===== config.mk =====
export PLATFORM = sky130hd
export DESIGN_NAME = issue_column
export DESIGN_NICKNAME = d
export VERILOG_FILES = /design/src/rtl/ic_pkg.sv /design/src/rtl/ic_wake.sv /design/src/rtl/ic_select.sv /design/src/rtl/ic_store.sv /design/src/rtl/issue_column.sv
export SDC_FILE = /design/constraint.sdc
export NUM_CORES = 1
export LEC_CHECK = 0
export BUFFER_PORTS_ARGS = -buffer_cell sky130_fd_sc_hd__buf_2
export CORE_MARGIN = 2
export CORE_UTILIZATION = 56
export DETAILED_ROUTE_END_ITERATION = 12
export GPL_TIMING_DRIVEN = 0
export PLACE_DENSITY_LB_ADDON = 0.15
export SKIP_CTS_REPAIR_TIMING = 1
export SLEW_MARGIN = 20
export SYNTH_ARGS = -nofsm -noshare
export SYNTH_HDL_FRONTEND = slang
export SYNTH_SLANG_ARGS = --single-unit

===== constraint.sdc =====
create_clock -name clk -period 6.19 [get_ports clk]
set_clock_uncertainty 0.1 [all_clocks]
set_input_delay 1.238 -clock clk [delete_from_list [all_inputs] [get_ports clk]]
set_output_delay 1.238 -clock clk [all_outputs]
set_load 0.05 [all_outputs]

===== src/rtl/ic_pkg.sv =====
package ic_pkg;

    localparam int IC_DEPTH = 12;
    localparam int IC_TAG_W = 5;
    localparam int IC_P2_W  = 2;
    localparam int IC_PAY_W = 16;

    // Per-entry scheduling state
    typedef struct packed {
        logic vld;   // slot holds an instruction
        logic done;  // already issued, waiting for completion
        logic rdy;   // source operand available
        logic dorm;  // second half still asleep
    } ic_flags_t;

    localparam ic_flags_t IC_EMPTY = '0;

    function automatic logic ic_eligible(ic_flags_t f);
        return f.vld & ~f.done & f.rdy & ~f.dorm;
    endfunction

endpackage


===== src/rtl/ic_wake.sv =====
module ic_wake
    import ic_pkg::*;
#(
    parameter int DEPTH = IC_DEPTH,
    parameter int TAG_W = IC_TAG_W,
    parameter int P2_W  = IC_P2_W
) (
    input  ic_flags_t [DEPTH-1:0]            flags,
    input  logic      [DEPTH-1:0][TAG_W-1:0] tags,
    input  logic      [DEPTH-1:0][P2_W-1:0]  p2tags,
    input  logic                             wk_valid,
    input  logic      [TAG_W-1:0]            wk_tag,
    input  logic                             p2_valid,
    input  logic      [P2_W-1:0]             p2_tag,
    input  logic      [TAG_W-1:0]            disp_tag,
    output logic      [DEPTH-1:0]            rdy_hit,
    output logic      [DEPTH-1:0]            p2_hit,
    output logic                             disp_wake
);

    // One comparator per entry for each wakeup port
    for (genvar g = 0; g < DEPTH; g++) begin : g_cmp
        assign rdy_hit[g] = flags[g].vld & ~flags[g].done & ~flags[g].rdy
                          & wk_valid & (tags[g] == wk_tag);
        assign p2_hit[g]  = flags[g].vld & flags[g].dorm
                          & p2_valid & (p2tags[g] == p2_tag);
    end

    assign disp_wake = wk_valid & (disp_tag == wk_tag);

endmodule


===== src/rtl/ic_select.sv =====
module ic_select #(
    parameter int DEPTH = 12,
    parameter int IDX_W = $clog2(DEPTH)
) (
    input  logic [DEPTH-1:0] elig,
    output logic             found,
    output logic [IDX_W-1:0] idx
);

    // Fixed priority: lowest slot (oldest) wins
    always_comb begin
        found = 1'b0;
        idx   = '0;
        for (int i = DEPTH - 1; i >= 0; i--) begin
            if (elig[i]) begin
                found = 1'b1;
                idx   = IDX_W'(i);
            end
        end
    end

endmodule


===== src/rtl/ic_store.sv =====
module ic_store
    import ic_pkg::*;
#(
    parameter int DEPTH = IC_DEPTH,
    parameter int TAG_W = IC_TAG_W,
    parameter int P2_W  = IC_P2_W,
    parameter int PAY_W = IC_PAY_W,
    parameter int IDX_W = $clog2(DEPTH),
    parameter int CNT_W = $clog2(DEPTH + 1)
) (
    input  logic                             clk,
    input  logic                             rst,
    input  logic                             disp_ok,
    input  logic                             disp_rdy,
    input  logic                             disp_part2,
    input  logic      [PAY_W-1:0]            disp_pay,
    input  logic      [TAG_W-1:0]            disp_tag,
    input  logic      [P2_W-1:0]             disp_p2tag,
    input  logic      [DEPTH-1:0]            rdy_hit,
    input  logic      [DEPTH-1:0]            p2_hit,
    input  logic                             iss_fire,
    input  logic      [IDX_W-1:0]            iss_idx,
    input  logic                             free_valid,
    input  logic      [IDX_W-1:0]            free_idx,
    input  logic                             flush_valid,
    input  logic      [CNT_W-1:0]            flush_keep,
    output ic_flags_t [DEPTH-1:0]            flags,
    output logic      [DEPTH-1:0][TAG_W-1:0] tags,
    output logic      [DEPTH-1:0][P2_W-1:0]  p2tags,
    output logic      [DEPTH-1:0][PAY_W-1:0] pays,
    output logic      [CNT_W-1:0]            cnt
);

    ic_flags_t [DEPTH-1:0]            flags_q, flags_n;
    logic      [DEPTH-1:0][TAG_W-1:0] tags_q, tags_n;
    logic      [DEPTH-1:0][P2_W-1:0]  p2_q, p2_n;
    logic      [DEPTH-1:0][PAY_W-1:0] pay_q, pay_n;
    logic      [CNT_W-1:0]            cnt_q, cnt_n, cnt_mid;

    // Updated state with one padding slot on top, used as the shift source
    ic_flags_t [DEPTH:0]              upd;
    logic      [DEPTH:0][TAG_W-1:0]   tag_x;
    logic      [DEPTH:0][P2_W-1:0]    p2_x;
    logic      [DEPTH:0][PAY_W-1:0]   pay_x;

    logic free_ok;
    logic [DEPTH-1:0] vld_vec;

    assign free_ok = free_valid & ~flush_valid & (CNT_W'(free_idx) < cnt_q);
    assign cnt_mid = cnt_q - CNT_W'(free_ok);

    // Stage 1: apply wakeups and the issue mark in place
    always_comb begin
        upd[DEPTH]   = IC_EMPTY;
        tag_x[DEPTH] = '0;
        p2_x[DEPTH]  = '0;
        pay_x[DEPTH] = '0;
        for (int i = 0; i < DEPTH; i++) begin
            upd[i]   = flags_q[i];
            tag_x[i] = tags_q[i];
            p2_x[i]  = p2_q[i];
            pay_x[i] = pay_q[i];
            if (rdy_hit[i]) upd[i].rdy = 1'b1;
            if (p2_hit[i])  upd[i].dorm = 1'b0;
            if (iss_fire && iss_idx == IDX_W'(i)) upd[i].done = 1'b1;
        end
    end

    // Stage 2: compaction, insertion, flush
    always_comb begin
        for (int i = 0; i < DEPTH; i++) begin
            if (free_ok && CNT_W'(i) >= CNT_W'(free_idx)) begin
                flags_n[i] = upd[i+1];
                tags_n[i]  = tag_x[i+1];
                p2_n[i]    = p2_x[i+1];
                pay_n[i]   = pay_x[i+1];
            end else begin
                flags_n[i] = upd[i];
                tags_n[i]  = tag_x[i];
                p2_n[i]    = p2_x[i];
                pay_n[i]   = pay_x[i];
            end
            if (disp_ok && CNT_W'(i) == cnt_mid) begin
                flags_n[i] = '{vld: 1'b1, done: 1'b0, rdy: disp_rdy, dorm: disp_part2};
                tags_n[i]  = disp_tag;
                p2_n[i]    = disp_p2tag;
                pay_n[i]   = disp_pay;
            end
            if (flush_valid && CNT_W'(i) >= flush_keep) begin
                flags_n[i] = IC_EMPTY;
            end
        end
        cnt_n = cnt_mid + CNT_W'(disp_ok);
        if (flush_valid && flush_keep < cnt_q) begin
            cnt_n = flush_keep;
        end
    end

    always_ff @(posedge clk) begin
        if (rst) begin
            flags_q <= '0;
            tags_q  <= '0;
            p2_q    <= '0;
            pay_q   <= '0;
            cnt_q   <= '0;
        end else begin
            flags_q <= flags_n;
            tags_q  <= tags_n;
            p2_q    <= p2_n;
            pay_q   <= pay_n;
            cnt_q   <= cnt_n;
        end
    end

    assign flags  = flags_q;
    assign tags   = tags_q;
    assign p2tags = p2_q;
    assign pays   = pay_q;
    assign cnt    = cnt_q;

    always_comb begin
        for (int i = 0; i < DEPTH; i++) vld_vec[i] = flags_q[i].vld;
    end

    AST_NO_OVERFLOW: assert property (@(posedge clk) disable iff (rst)
        cnt_q <= CNT_W'(DEPTH));

    AST_NO_HOLES: assert property (@(posedge clk) disable iff (rst)
        ((vld_vec + DEPTH'(1)) & vld_vec) == '0);

    AST_COUNT_MATCH: assert property (@(posedge clk) disable iff (rst)
        CNT_W'($countones(vld_vec)) == cnt_q);

    AST_FLUSH_BOUND: assert property (@(posedge clk) disable iff (rst)
        flush_valid |=> cnt_q <= $past(flush_keep));

    AST_ISSUED_KEPT: assert property (@(posedge clk) disable iff (rst)
        (iss_fire && !free_valid && !flush_valid && !disp_ok) |=> cnt_q == $past(cnt_q));

endmodule


===== src/rtl/issue_column.sv =====
module issue_column
    import ic_pkg::*;
#(
    parameter int DEPTH = IC_DEPTH,
    parameter int TAG_W = IC_TAG_W,
    parameter int P2_W  = IC_P2_W,
    parameter int PAY_W = IC_PAY_W,
    localparam int IDX_W = $clog2(DEPTH),
    localparam int CNT_W = $clog2(DEPTH + 1)
) (
    input  logic             clk,
    input  logic             rst,
    input  logic             disp_valid,
    input  logic [PAY_W-1:0] disp_pay,
    input  logic [TAG_W-1:0] disp_tag,
    input  logic             disp_rdy,
    input  logic             disp_part2,
    input  logic [P2_W-1:0]  disp_p2tag,
    input  logic             wk_valid,
    input  logic [TAG_W-1:0] wk_tag,
    input  logic             p2_valid,
    input  logic [P2_W-1:0]  p2_tag,
    input  logic             miss_req,
    input  logic             free_valid,
    input  logic [IDX_W-1:0] free_idx,
    input  logic             flush_valid,
    input  logic [CNT_W-1:0] flush_keep,
    output logic             iss_valid,
    output logic [IDX_W-1:0] iss_idx,
    output logic [PAY_W-1:0] iss_pay,
    output logic [CNT_W-1:0] occupancy,
    output logic             full
);

    ic_flags_t [DEPTH-1:0]            flags;
    logic      [DEPTH-1:0][TAG_W-1:0] tags;
    logic      [DEPTH-1:0][P2_W-1:0]  p2tags;
    logic      [DEPTH-1:0][PAY_W-1:0] pays;
    logic      [DEPTH-1:0]            rdy_hit, p2_hit, elig;
    logic      [CNT_W-1:0]            cnt;
    logic                             disp_wake, disp_ok, found;
    logic      [IDX_W-1:0]            sel_idx;

    assign full    = (cnt == CNT_W'(DEPTH));
    assign disp_ok = disp_valid & ~full & ~flush_valid;

    ic_wake #(.DEPTH(DEPTH), .TAG_W(TAG_W), .P2_W(P2_W)) u_wake (
        .flags     (flags),
        .tags      (tags),
        .p2tags    (p2tags),
        .wk_valid  (wk_valid),
        .wk_tag    (wk_tag),
        .p2_valid  (p2_valid),
        .p2_tag    (p2_tag),
        .disp_tag  (disp_tag),
        .rdy_hit   (rdy_hit),
        .p2_hit    (p2_hit),
        .disp_wake (disp_wake)
    );

    for (genvar g = 0; g < DEPTH; g++) begin : g_elig
        assign elig[g] = ic_eligible(flags[g]);
    end

    ic_select #(.DEPTH(DEPTH), .IDX_W(IDX_W)) u_sel (
        .elig  (elig),
        .found (found),
        .idx   (sel_idx)
    );

    assign iss_valid = found & ~miss_req;
    assign iss_idx   = sel_idx;
    assign iss_pay   = pays[sel_idx];
    assign occupancy = cnt;

    ic_store #(
        .DEPTH(DEPTH), .TAG_W(TAG_W), .P2_W(P2_W), .PAY_W(PAY_W),
        .IDX_W(IDX_W), .CNT_W(CNT_W)
    ) u_store (
        .clk         (clk),
        .rst         (rst),
        .disp_ok     (disp_ok),
        .disp_rdy    (disp_rdy | disp_wake),
        .disp_part2  (disp_part2),
        .disp_pay    (disp_pay),
        .disp_tag    (disp_tag),
        .disp_p2tag  (disp_p2tag),
        .rdy_hit     (rdy_hit),
        .p2_hit      (p2_hit),
        .iss_fire    (iss_valid),
        .iss_idx     (sel_idx),
        .free_valid  (free_valid),
        .free_idx    (free_idx),
        .flush_valid (flush_valid),
        .flush_keep  (flush_keep),
        .flags       (flags),
        .tags        (tags),
        .p2tags      (p2tags),
        .pays        (pays),
        .cnt         (cnt)
    );

    AST_MISS_MUTES: assert property (@(posedge clk) disable iff (rst)
        miss_req |-> !iss_valid);

    AST_PICK_ELIGIBLE: assert property (@(posedge clk) disable iff (rst)
        iss_valid |-> (flags[iss_idx].vld && !flags[iss_idx].done
                       && flags[iss_idx].rdy && !flags[iss_idx].dorm));

    AST_PICK_OLDEST: assert property (@(posedge clk) disable iff (rst)
        iss_valid |-> (elig & ((DEPTH'(1) << iss_idx) - DEPTH'(1))) == '0);

    AST_FULL_HOLDS: assert property (@(posedge clk) disable iff (rst)
        (full && !free_valid && !flush_valid) |=> full);

endmodule


---- Yosys cells after proc, flatten, opt, wreduce, memory -nomap -nowiden ----
Cells that the tools add are included.
Widths: inputs -> output; s select.
storage, ports and cells
  flip-flop bits (word level) ............. 328
  input port bits ......................... 48
  output and inout bits ................... 26
  logic and storage cells ................. 565
cells by class
  $add $sub $neg .......................... 2
  magnitude comparators ................... 27
  eq/ne operators ......................... 48
  multiplexer cells ....................... 159
  bitwise operators ....................... 154
  reductions and logical operators ........ 90
operators with widths
  cell                number
  $mux 16             25
  $mux 4              37
  $mux 5              24
  $and 1x1->1         114
  $eq 5x5->1          13
  $bmux 16 s4         1
  $logic_and 1x1->1   49
  $mux 1              48
  $mux 2              24
  $not 1->1           39
  $reduce_or 3->1     11
  $ge 3x4->1 const A  8
  $ge 4x4->1 const A  8
  $reduce_bool 2->1   13
  $eq 2x2->1          12
  $reduce_or 2->1     12
  $eq 4x4->1 const B  5
  $eq 3x4->1 const A  4
  $eq 4x3->1 const B  4
  $eq 4x4->1 const A  4
  $ge 1x4->1 const A  4
  $ge 2x4->1 const A  4
  $eq 2x4->1 const A  2
  $eq 4x2->1 const B  2
  other kinds (10)    13

---- Longest topological paths before layout ----
Gate-level depths: netlist of run 1.
  word-level depth ........................ 21
  depth in mapped cells ................... 18
  gate-level depth less buffers ........... 14

---- Cells and area by module ----
Synthesis of run 1 repeated with hierarchy kept, for this count alone.
unflattened totals
  cells, all modules ...................... 2109
  area, all modules ....................... 18899.4 µm²
by module, submodules not included
  module        instances  cells each  area an instance (µm²)  seq. area each (µm²)
  ic_store      1          1753        15608.7                 6566.3
  issue_column  1          168         1795.5                  0.0
  ic_wake       1          166         1366.3                  0.0
  ic_select     1          22          128.9                   0.0

---- Least setup slack after synthesis of run 1 ----
OpenSTA, ideal clock, no wires.
  path kind ............................... input to register
  start ................................... input port free_idx[3]
  end ..................................... register u_store.p2_q, in the netlist u_store.p2tags[23]
  setup time .............................. 0.128 ns
  arrival ................................. 3.994 ns
  data required time ...................... 5.962 ns
  setup slack ............................. 1.968 ns
  stages on the path ...................... 13
  buffers on the path ..................... 4
  path through ............................ ha_1 -> buf_1 -> a21oi_1 -> ha_1 -> ha_1 -> clkbuf_1 -> o31ai_1 -> and2_1 -> buf_2 -> a21oi_1 -> buf_2 -> a22oi_1 -> nor2_1
between the ends
  word-level cells in the longest chain between the ends .. 6
  elaborated cells between the ends (all ways) .. 9
  classes of those cells .................. add/sub: 1; order compare: 2; eq/ne: 1; mux: 1; bitwise: 1; reduce/logical: 3
ends and longest elaborated chain
  what                                                line                text
  start: declaration                                  issue_column.sv:25  input logic [IDX_W-1:0] free_idx,
  $lt 4x4->1                                          ic_store.sv:49      assign free_ok = free_valid & ~flush_valid & (CNT_W'(free_idx) < cnt_q);
  $and 1x1->1                                         ic_store.sv:49
  $sub 4x1->4                                         ic_store.sv:50      assign cnt_mid = cnt_q - CNT_W'(free_ok);
  $eq 4x4->1                                          ic_store.sv:83      if (disp_ok && CNT_W'(i) == cnt_mid) begin
  $logic_and 1x1->1                                   ic_store.sv:83
  $mux 2 / $reduce_bool 2->1 (equally long branches)  --
  end signal: assignment                              ic_store.sv:109     p2_q <= p2_n;
  end: declaration                                    ic_store.sv:36      logic [DEPTH-1:0][P2_W-1:0] p2_q, p2_n;
Several ways; a longest one is shown, not always the timed one.
A chain may end at the register's enable or synchronous reset.

---- Worst setup path after layout of run 1 ----
  start ................................... register u_store.flags_q, in the netlist u_store.flags[31]
  end ..................................... output port iss_pay[10]
between the ends
  word-level cells in the longest chain between the ends .. 13
ends and longest elaborated chain
  what                           line                text
  start: declaration             ic_store.sv:34      ic_flags_t [DEPTH-1:0] flags_q, flags_n;
  start signal: assignment       ic_store.sv:107     flags_q <= flags_n;
  $and 1x1->1 (3 in a row)       ic_pkg.sv:19        return f.vld & ~f.done & f.rdy & ~f.dorm;
  $mux 4 (8 in a row)            ic_select.sv:15     if (elig[i]) begin
  $bmux 16 s4                    issue_column.sv:73  assign iss_pay = pays[sel_idx];
  $mux 16 (not written as such)  issue_column.sv:73
  end: declaration               issue_column.sv:30  output logic [PAY_W-1:0] iss_pay,
Every way passes these cells. The select of a mux whose other input is x is not followed.

==> flow_summary.toml, run 1 <==
[routing]
wl_per_cell_um = 26.39
drtIter0Drc = 1580
postRouteAntennaNets = 0
vias = 16810
dr.pass1.iters = 6
routed_wl_mm = 67.43
drcViolationCount = 0
vias_per_cell = 6.579

[place]
gp_congestion = 0.9809
dp_hpwl_mm = 52.63
io_buffer_count = 68

[setup_path]
path_class = "flop to output pin"
worst-path-buf-inv = 3
cpLargestDelayFamily = "buffers and inverters"
cp_slowest_cell = "dfxtp_1"
worstPathArrival_ns = 4.19
required_ns = 4.85
crit_top_cell = "buf_2"
r2r_slack_ns = 1.32
crit_path_cell_trace = "and4bb_2 -> a211oi_1 -> o21a_1 -> nor2_1 -> buf_2 -> buf_2 -> mux2i_1 -> o22ai_1 -> or3_1 -> buf_2"
crit_fanout = 10
end_kind = "output pin"
cpPeakStageDelay_ns = 0.50
start_kind = "flop"

[global_routing]
grtUsageTotal_pct = 39.45
grt_max_degree = 14
antenna_found_initial = 0
grt_overflow_total = 0
grt_pass1_wl_mm = 99.88
grt_pass1_vias = 16320

[synthesis]
synth_area_mm2 = 0.01805
synth-edff-count = 0
syn_area_per_cell_um2 = 8.950
seq_area_frac_synth_pct = 36.37
syn_inst = 2017
synthDistinctLibCells = 68
synthFlopType = "dfxtp_1"
async_reset_ff_share_pct = 0
yosysWarnings = 0
ys_ff_latch = 328
synth_nets = 2075

[timing]
rsz0062_at_grt = "no"
max-slew-margin-rel_pct = 18.66
setup_viol = 0
min_period_ns = 5.530
holdWs_ns = 0.4063
slew_viol_final = 0
setup_tns_ns = 0
fin_crit_sh_pct = 89.34
tightest_slew_ns = 1.220
hold_viol_final = 0
max_freq_ghz = 0.1808

[clocking]
path_clk_slew_ns = 0.06
cts.htree.levels = 2
worstSkewPairLatency_ns = 0.54
cts_inserted_buffers = 39
clk_path_buf_depth = 3
cts_sinks = 328
cts_root_buffer = "clkbuf_16"
tritoncts = "yes"

[finish]
drive_gt1_share_pct = 11.29
n_antenna_cell = 0
final_common_cell = "dfxtp_1"
nNetsFinal = 2185
final_cell_mix = "dfxtp_1 (328), mux2i_1 (324), nor2_1 (321)"
area_growth_pct = 11.60

[floorplan]
die_h_um = 183.5
die_w_um = 183.5
core-area_mm2 = 0.03164
ios = 74
fp-row-count = 65
initial_core_util_pct = 57.06
dieArea_mm2 = 0.03369

[pwr]
p_per_area_mw_per_mm2 = 262.3
ir_worst_vdd_uv = 202.7
leakagePower_nw = 6.710

[run]
drv_cap = 0

[status]
status = "finished clean"

[worst_hold_path]
min_path_type = "flop to flop"
-- final timing paths --
kind                             startpoint                       endpoint  depth (start not counted)
max reg2reg       u_store.cnt[3]$_SDFF_PP0_   u_store.flags[12]$_SDFF_PP0_                         15
max          u_store.flags[31]$_SDFFE_PP0P_                    iss_pay[10]                         10
min          u_store.pays[107]$_SDFFE_PP0P_  u_store.pays[91]$_SDFFE_PP0P_                          2
min reg2reg  u_store.pays[107]$_SDFFE_PP0P_  u_store.pays[91]$_SDFFE_PP0P_                          2
-- synthesized netlist by cell type (12+ instances only) --
library cell | instances | area share (%)
dfxtp_1 | 328 | 36
mux2i_1 | 324 | 18
nor2_1 | 321 | 6.7
a211oi_1 | 225 | 9.4
nand2_1 | 135 | 2.8
clkbuf_1 | 126 | 2.6
xor2_1 | 72 | 3.5
o22ai_1 | 33 | 1.1
a21oi_1 | 27 | 0.75
a311oi_1 | 27 | 1.3
a22oi_1 | 25 | 1.0
o21ai_0 | 25 | 0.69
buf_2 | 23 | 0.64
xnor2_1 | 22 | 1.1
a31oi_1 | 21 | 0.73
buf_4 | 20 | 0.83
a311oi_2 | 19 | 1.6
buf_1 | 18 | 0.37
nand3_1 | 18 | 0.50
inv_1 | 17 | 0.35
nor4_1 | 15 | 0.52
or3_1 | 14 | 0.49
nor3b_1 | 13 | 0.54
buf_6 | 12 | 0.75
-- stage by stage --
step | cell area, um2 | power [mW] | util (%) | std cells | setup WS [ns]
floorplan | 18050 | 2.797 | - | 2017 | 1.968
detailed placement | 18910 | 3.036 | 59.76 | 2488 | 0.7273
global route | 20150 | 5.408 | 63.68 | 2555 | 0.6970
CTS | 20150 | 5.262 | 63.68 | 2555 | 0.8064
finish | 20150 | 5.284 | 63.68 | 2555 | 0.6596
global placement | 18900 | 3.024 | 59.73 | 2487 | 0.8915
-- sequential cells by signal, summed over array words and instances (netlist names) --
| register | cells |
|---|---|
| u_store.tags | 60 |
| u_store.cnt | 4 |
| u_store.pays | 192 |
| u_store.flags | 48 |
| u_store.p2tags | 24 |
-- layout make-up --
class / count / area, um2
buffer: 201 / 955.9
fill: 2708 / 11490
multi-input combinational: 1470 / 10470
tap: 402 / 503.0
timing repair buffer: 69 / 345.3
inverter: 18 / 67.56
sequential: 328 / 6566
clock buffer: 59 / 1152
clock inverter: 8 / 86.33
-- worst min-delay path: stages (launching register included) --
cell and delay [ns]:
dfxtp_1 0.33, nand2_1 0.06, a311oi_1 0.07
-- logic make-up (layout without fill, tap and decap cells) --
group | Yosys count | count (layout) | share of synthesized area [%]
XOR/XNOR | 94 | 94 | 4.561
adder cells (fa/ha/maj) | 10 | 10 | 0.6931
AND/OR/NAND/NOR | 578 | 578 | 14.39
buffers and inverters | 219 | 355 | 5.669
AO/OA/AOI/OAI | 455 | 455 | 19.79
multiplexers | 333 | 333 | 18.53
flip-flops | 328 | 328 | 36.37
-- layer usage --
layer  share of wire, %  GRT usage, %  up-vias
li1                   -             -     7587
met1                 40         49.71     8198
met2                 45         63.34      797
met3                6.5         4.160      227
met4                8.0         27.97        0
met5                  0             0        -
-- power by group --
group          leakage [nW]  switching [mW]  internal, mW  total, mW
clock network         0.605           0.943          1.33       2.27
registers              2.65          0.0794          2.20       2.28
logic                  3.46           0.500         0.236      0.736
total                  6.71            1.52          3.76       5.28
Power figures use the tool's default switching activity.
==> run 2, diff against run 1 <==
==> constraint.sdc (replaced) <==
create_clock -name clk -period 6.19 [get_ports clk]
set_clock_uncertainty 0.1 [all_clocks]
set_input_delay 0.3095 -clock clk [delete_from_list [all_inputs] [get_ports clk]]
set_output_delay 0.3095 -clock clk [all_outputs]
set_load 0.05 [all_outputs]
==> run 2 against run 1 <==
Compared with the run above: the run now ends with negative hold slack left; clock power about the same; critical path depth up 5; critical path type is now flop to flop; flip-flop and latch count stayed put; highest routed layer unchanged.
==> flow_summary.toml, run 2 (same netlist as run 1, synthesis figures left out) <==
[status]
status = "finished, violations left"
failed_checks = "negative hold slack"

[timing]
max_freq_ghz = 0.2043
holdWs_ns = -0.02484
setup_tns_ns = 0
worst_slack_ns = 1.294
rsz0062_at_grt = "no"
tightest_slew_ns = 1.216
hold_viol_final = 10
setup_viol = 0
slew_viol_final = 0
min_period_ns = 4.896
max-slew-margin-rel_pct = 18.95
fin_crit_sh_pct = 79.09

[finish]
final_cells = 2559
nNetsFinal = 2189
final_cell_mix = "dfxtp_1 (328), mux2i_1 (324), nor2_1 (321)"
final_common_cell = "dfxtp_1"
n_antenna_cell = 0
largest_reg_flops = 192
area_growth_pct = 11.82
drive_gt1_share_pct = 11.27

[place]
dp_hpwl_mm = 52.63
dp.cells = 2488
io_buffer_count = 68
pre_cts_ws_ns = 1.499
gp_congestion = 0.9809

[global_routing]
grt_max_degree = 14
grt_overflow_total = 0
grtUsageTotal_pct = 39.45
grt_pass1_wl_mm = 99.88
grt_pass1_vias = 16320
antenna_found_initial = 0

[pwr]
p_per_area_mw_per_mm2 = 262.1
leakagePower_nw = 6.727
p_total_mw = 5.291
ir_worst_vdd_uv = 203.7

[floorplan]
dieArea_mm2 = 0.03369
initial_core_util_pct = 57.06
die_w_um = 183.5
fp-row-count = 65
core-area_mm2 = 0.03164
die_h_um = 183.5
ios = 74

[routing]
postRouteAntennaNets = 0
drtIter0Drc = 1567
drcViolationCount = 0
routed_wl_mm = 67.71
dr.pass1.iters = 8
wl_per_cell_um = 26.46
vias_per_cell = 6.603
vias = 16900

[clocking]
clk_path_buf_depth = 3
cts_root_buffer = "clkbuf_16"
cts_sinks = 328
cts.htree.levels = 2
tritoncts = "yes"
worstSkewPairLatency_ns = 0.54
cts_inserted_buffers = 39
path_clk_slew_ns = 0.06

[setup_path]
path_class = "flop to flop"
r2r_slack_ns = 1.29
end_kind = "flop"
worstPathArrival_ns = 5.19
reg2reg_depth = 15
crit_fanout = 10
start_kind = "flop"
required_ns = 6.49

[worst_hold_path]
min_path_cells = 3
min_path_type = "primary input to flop"

[run]
drv_cap = 0
## run 2: changes by cell type in the layout (fill, tap and decap cells not counted)
cell | previous run | this run
dlygate4sd3_1 | 0 | 4
## run 2: worst max-delay path, cell delays in order (launching register included)
cell	delay [ns]
dfxtp_1	0.31
buf_2	0.20
inv_1	0.10
ha_1	0.34
buf_1	0.57
a21oi_1	0.26
ha_1	0.30
ha_1	0.19
clkbuf_1	0.19
nor2_1	0.21
a21oi_1	0.09
o21ai_1	0.75
nand2_1	0.34
clkbuf_1	0.43
o21ai_0	0.30
a21oi_1	0.06
## run 2: per-stage QoR
step	util, %	hold slack, ns	instance area (um2)
floorplan	-	0.3563	18050
global placement	59.73	0.3897	18900
detailed placement	59.76	0.3980	18910
CTS	63.68	-0.03403	20150
global route	63.80	0.0002185	20190
finish	63.80	-0.02484	20190
## run 2: area by class of cell
cell class	count	area, um2
Clock buffer	59	1152
Multi-Input combinational cell	1470	10470
Inverter	18	67.56
Clock inverter	8	86.33
Sequential cell	328	6566
Timing Repair Buffer	73	385.4
Buffer	201	955.9
Fill cell	2704	11450
Tap cell	402	503.0
## run 2: final timing paths
check	start	to
setup / recovery	u_store.cnt[3]$_SDFF_PP0_	u_store.flags[12]$_SDFF_PP0_
hold / removal	disp_pay[0]	u_store.pays[80]$_SDFFE_PP0P_
setup reg to reg	u_store.cnt[3]$_SDFF_PP0_	u_store.flags[12]$_SDFF_PP0_
hold reg to reg	u_store.pays[103]$_SDFFE_PP0P_	u_store.pays[87]$_SDFFE_PP0P_
## run 2: where the power goes
| group | internal, mW | switching (mW) | total [mW] |
|---|---|---|---|
| combinational | 0.238 | 0.501 | 0.739 |
| sequential | 2.20 | 0.0793 | 2.28 |
| clock | 1.33 | 0.946 | 2.27 |
## run 2: layer usage
| metal | global-route usage, % | share of wire (%) | vias up |
|---|---|---|---|
| met4 | 27.97 | 7.9 | 0 |
| met1 | 49.71 | 40 | 8220 |
| met5 | 0 | 0 | - |
| met2 | 63.34 | 45 | 852 |
| li1 | - | - | 7608 |
| met3 | 4.160 | 6.8 | 216 |
==> run 3, diff against run 2 <==
Clock period 6.19 ns to 4.9 ns, I/O delays scaled along.
==> run 3 against run 2 <==
Compared with the run above: the run still ends with negative hold slack left; sequential power increased by 26%; via count rose by 0.19%; count of clock-buffer cells in the layout unchanged; utilization rose by 0.57 points; flip-flop and latch count stayed put; first-iteration DRC count rose by 4.0%; hold slack lost 0.026 ns; largest cell class unchanged; largest power group unchanged.
==> flow_summary.toml, run 3 (same netlist as run 1, synthesis figures left out) <==
[status]
status = "finished, violations left"
failed_checks = "negative hold slack"

[global_routing]
grt_pass1_vias = 16320
grtUsageTotal_pct = 39.45
grt_pass1_wl_mm = 99.88
antenna_found_initial = 0
grt_max_degree = 14
grt_overflow_total = 0

[finish]
nNetsFinal = 2206
largest_reg_flops = 192
area_growth_pct = 12.81
final_cell_mix = "dfxtp_1 (328), mux2i_1 (324), nor2_1 (321)"
final_common_cell = "dfxtp_1"
fillers = 2685
fin_area_mm2 = 0.02036
n_antenna_cell = 0
fin_util_pct = 64.37
drive_gt1_share_pct = 11.27

[routing]
postRouteAntennaNets = 0
drtIter0Drc = 1630
wl_met1_mm = 27.14
vias_per_cell = 6.571
wl_met3_mm = 4.455
drcViolationCount = 0
dr.max_layer_used = "met4"
routed_wl_mm = 67.84
vias = 16930
dr.pass1.iters = 6
wl_met2_mm = 30.80
wl_per_cell_um = 26.33

[pwr]
p_sw_mw = 1.931
p_per_area_mw_per_mm2 = 328.8
clock_power_share_pct = 42.9
leakagePower_nw = 6.802
p_total_mw = 6.696
p_seq_share_pct = 43.0
internal-power_mw = 4.765
combPwrFrac_pct = 14.1
swShare_pct = 28.84
ir_worst_vdd_uv = 256.1

[setup_path]
r2r_slack_ns = 0.20
end_kind = "flop"
required_ns = 5.26
cpPeakStageDelay_ns = 0.64
crit_end = "u_store.p2tags[23]$_SDFFE_PP0P_"
cp_slowest_cell = "a21oi_1"
start_kind = "flop"
worstPathArrival_ns = 5.06
worstReg2RegEnd = "u_store.p2tags[23]$_SDFFE_PP0P_"
timing.rr.start = "u_store.cnt[3]$_SDFF_PP0_"
path_class = "flop to flop"
crit_fanout = 10
reg2reg_depth = 15
crit_path_cell_trace = "buf_2 -> inv_1 -> ha_1 -> buf_1 -> a21oi_1 -> ha_1 -> ha_1 -> inv_1 -> and3_1 -> and2_1 -> buf_2 -> a21oi_1 -> buf_2 -> a22oi_1 -> nor2_1"
crit_path_start = "u_store.cnt[3]$_SDFF_PP0_"

[floorplan]
core-area_mm2 = 0.03164
die_w_um = 183.5
ios = 74
dieArea_mm2 = 0.03369
initial_core_util_pct = 57.06
fp-row-count = 65
die_h_um = 183.5

[timing]
setup_tns_ns = 0
min_period_ns = 4.701
slew_viol_final = 0
max_freq_ghz = 0.2127
fin_crit_sh_pct = 95.93
setup_viol = 0
rsz0062_at_grt = "no"
tightest_slew_ns = 1.216
hold_viol_final = 6
holdWs_ns = -0.05040
max-slew-margin-rel_pct = 18.91

[clocking]
cts.htree.levels = 2
worstSkewPairLatency_ns = 0.55
cts_root_buffer = "clkbuf_16"
cts_sinks = 328
path_clk_slew_ns = 0.06
tritoncts = "yes"
clk_path_buf_depth = 3
cts_inserted_buffers = 39

[place]
place_area_mm2 = 0.01891
gp_congestion = 0.9809
io_buffer_count = 68
dp_hpwl_mm = 52.63

[worst_hold_path]
min_path_type = "primary input to flop"

[run]
drv_cap = 0
==> run 3: changes by cell type in the layout (fill, tap and decap cells not counted) <==
cell / before / now
o21ai_2: 0 / 1
dlygate4sd3_1: 4 / 21
o31ai_2: 0 / 1
o31ai_1: 5 / 4
o21ai_1: 1 / 0
==> run 3: final cells by class <==
| class | instances | area, um2 | area share, % |
|---|---|---|---|
| Buffer | 201 | 955.9 | 4.694 |
| Clock buffer | 59 | 1152 | 5.659 |
| Clock inverter | 8 | 86.33 | 0.4239 |
| Inverter | 18 | 67.56 | 0.3318 |
| Multi-Input combinational cell | 1470 | 10480 | 51.45 |
| Sequential cell | 328 | 6566 | 32.24 |
| Tap cell | 402 | 503.0 | 2.470 |
| Timing Repair Buffer | 90 | 555.5 | 2.728 |
==> run 3: metrics by stage <==
step	std cells	worst slack (ns)
2_1_floorplan	2017	0.9670
3_3_place_gp	2487	0.3703
3_5_place_dp	2488	0.2086
4_1_cts	2555	0.1680
5_1_grt	2576	0.04479
6_report	2576	0.1993
==> run 3: power by group through the flow <==
stage	Combinational, mW	Clock (mW)	Sequential (mW)
floorplan	0.619	0	2.92
global placement	0.891	0	2.93
detailed placement	0.905	0	2.93
CTS	0.911	2.86	2.87
global route	1.01	2.96	2.89
finish	0.947	2.87	2.88
==> run 3: critical path: cells and delay by family (launching register included) <==
kind / cells / cell delay (ns)
simple gates: 3 / 0.59
flops: 1 / 0.31
compound gates: 3 / 1.03
buf+inv: 6 / 1.58
fa+ha+maj: 3 / 0.99
==> run 3: how the worst min path moves through the flow <==
stage / start / endpoint / slack (ns) / cells past startpoint
final: disp_tag[2] / u_store.tags[27]$_SDFFE_PP0P_ / -0.05 / 3
after detailed placement: u_store.pays[103]$_SDFFE_PP0P_ / u_store.pays[87]$_SDFFE_PP0P_ / 0.40 / 2
after global routing: disp_tag[4] / u_store.tags[29]$_SDFFE_PP0P_ / 0.003 / 3
after floorplan: flush_keep[0] / u_store.cnt[0]$_SDFF_PP0_ / 0.29 / 2
after global placement: u_store.pays[111]$_SDFFE_PP0P_ / u_store.pays[95]$_SDFFE_PP0P_ / 0.39 / 2
after CTS: disp_pay[3] / u_store.pays[83]$_SDFFE_PP0P_ / -0.1 / 3
==> run 3: metal layers <==
metal / track usage [%] / up-vias
met5: 0 / -
met4: 27.97 / 0
met3: 4.160 / 224
met2: 63.34 / 826
met1: 49.71 / 8248
li1: - / 7630
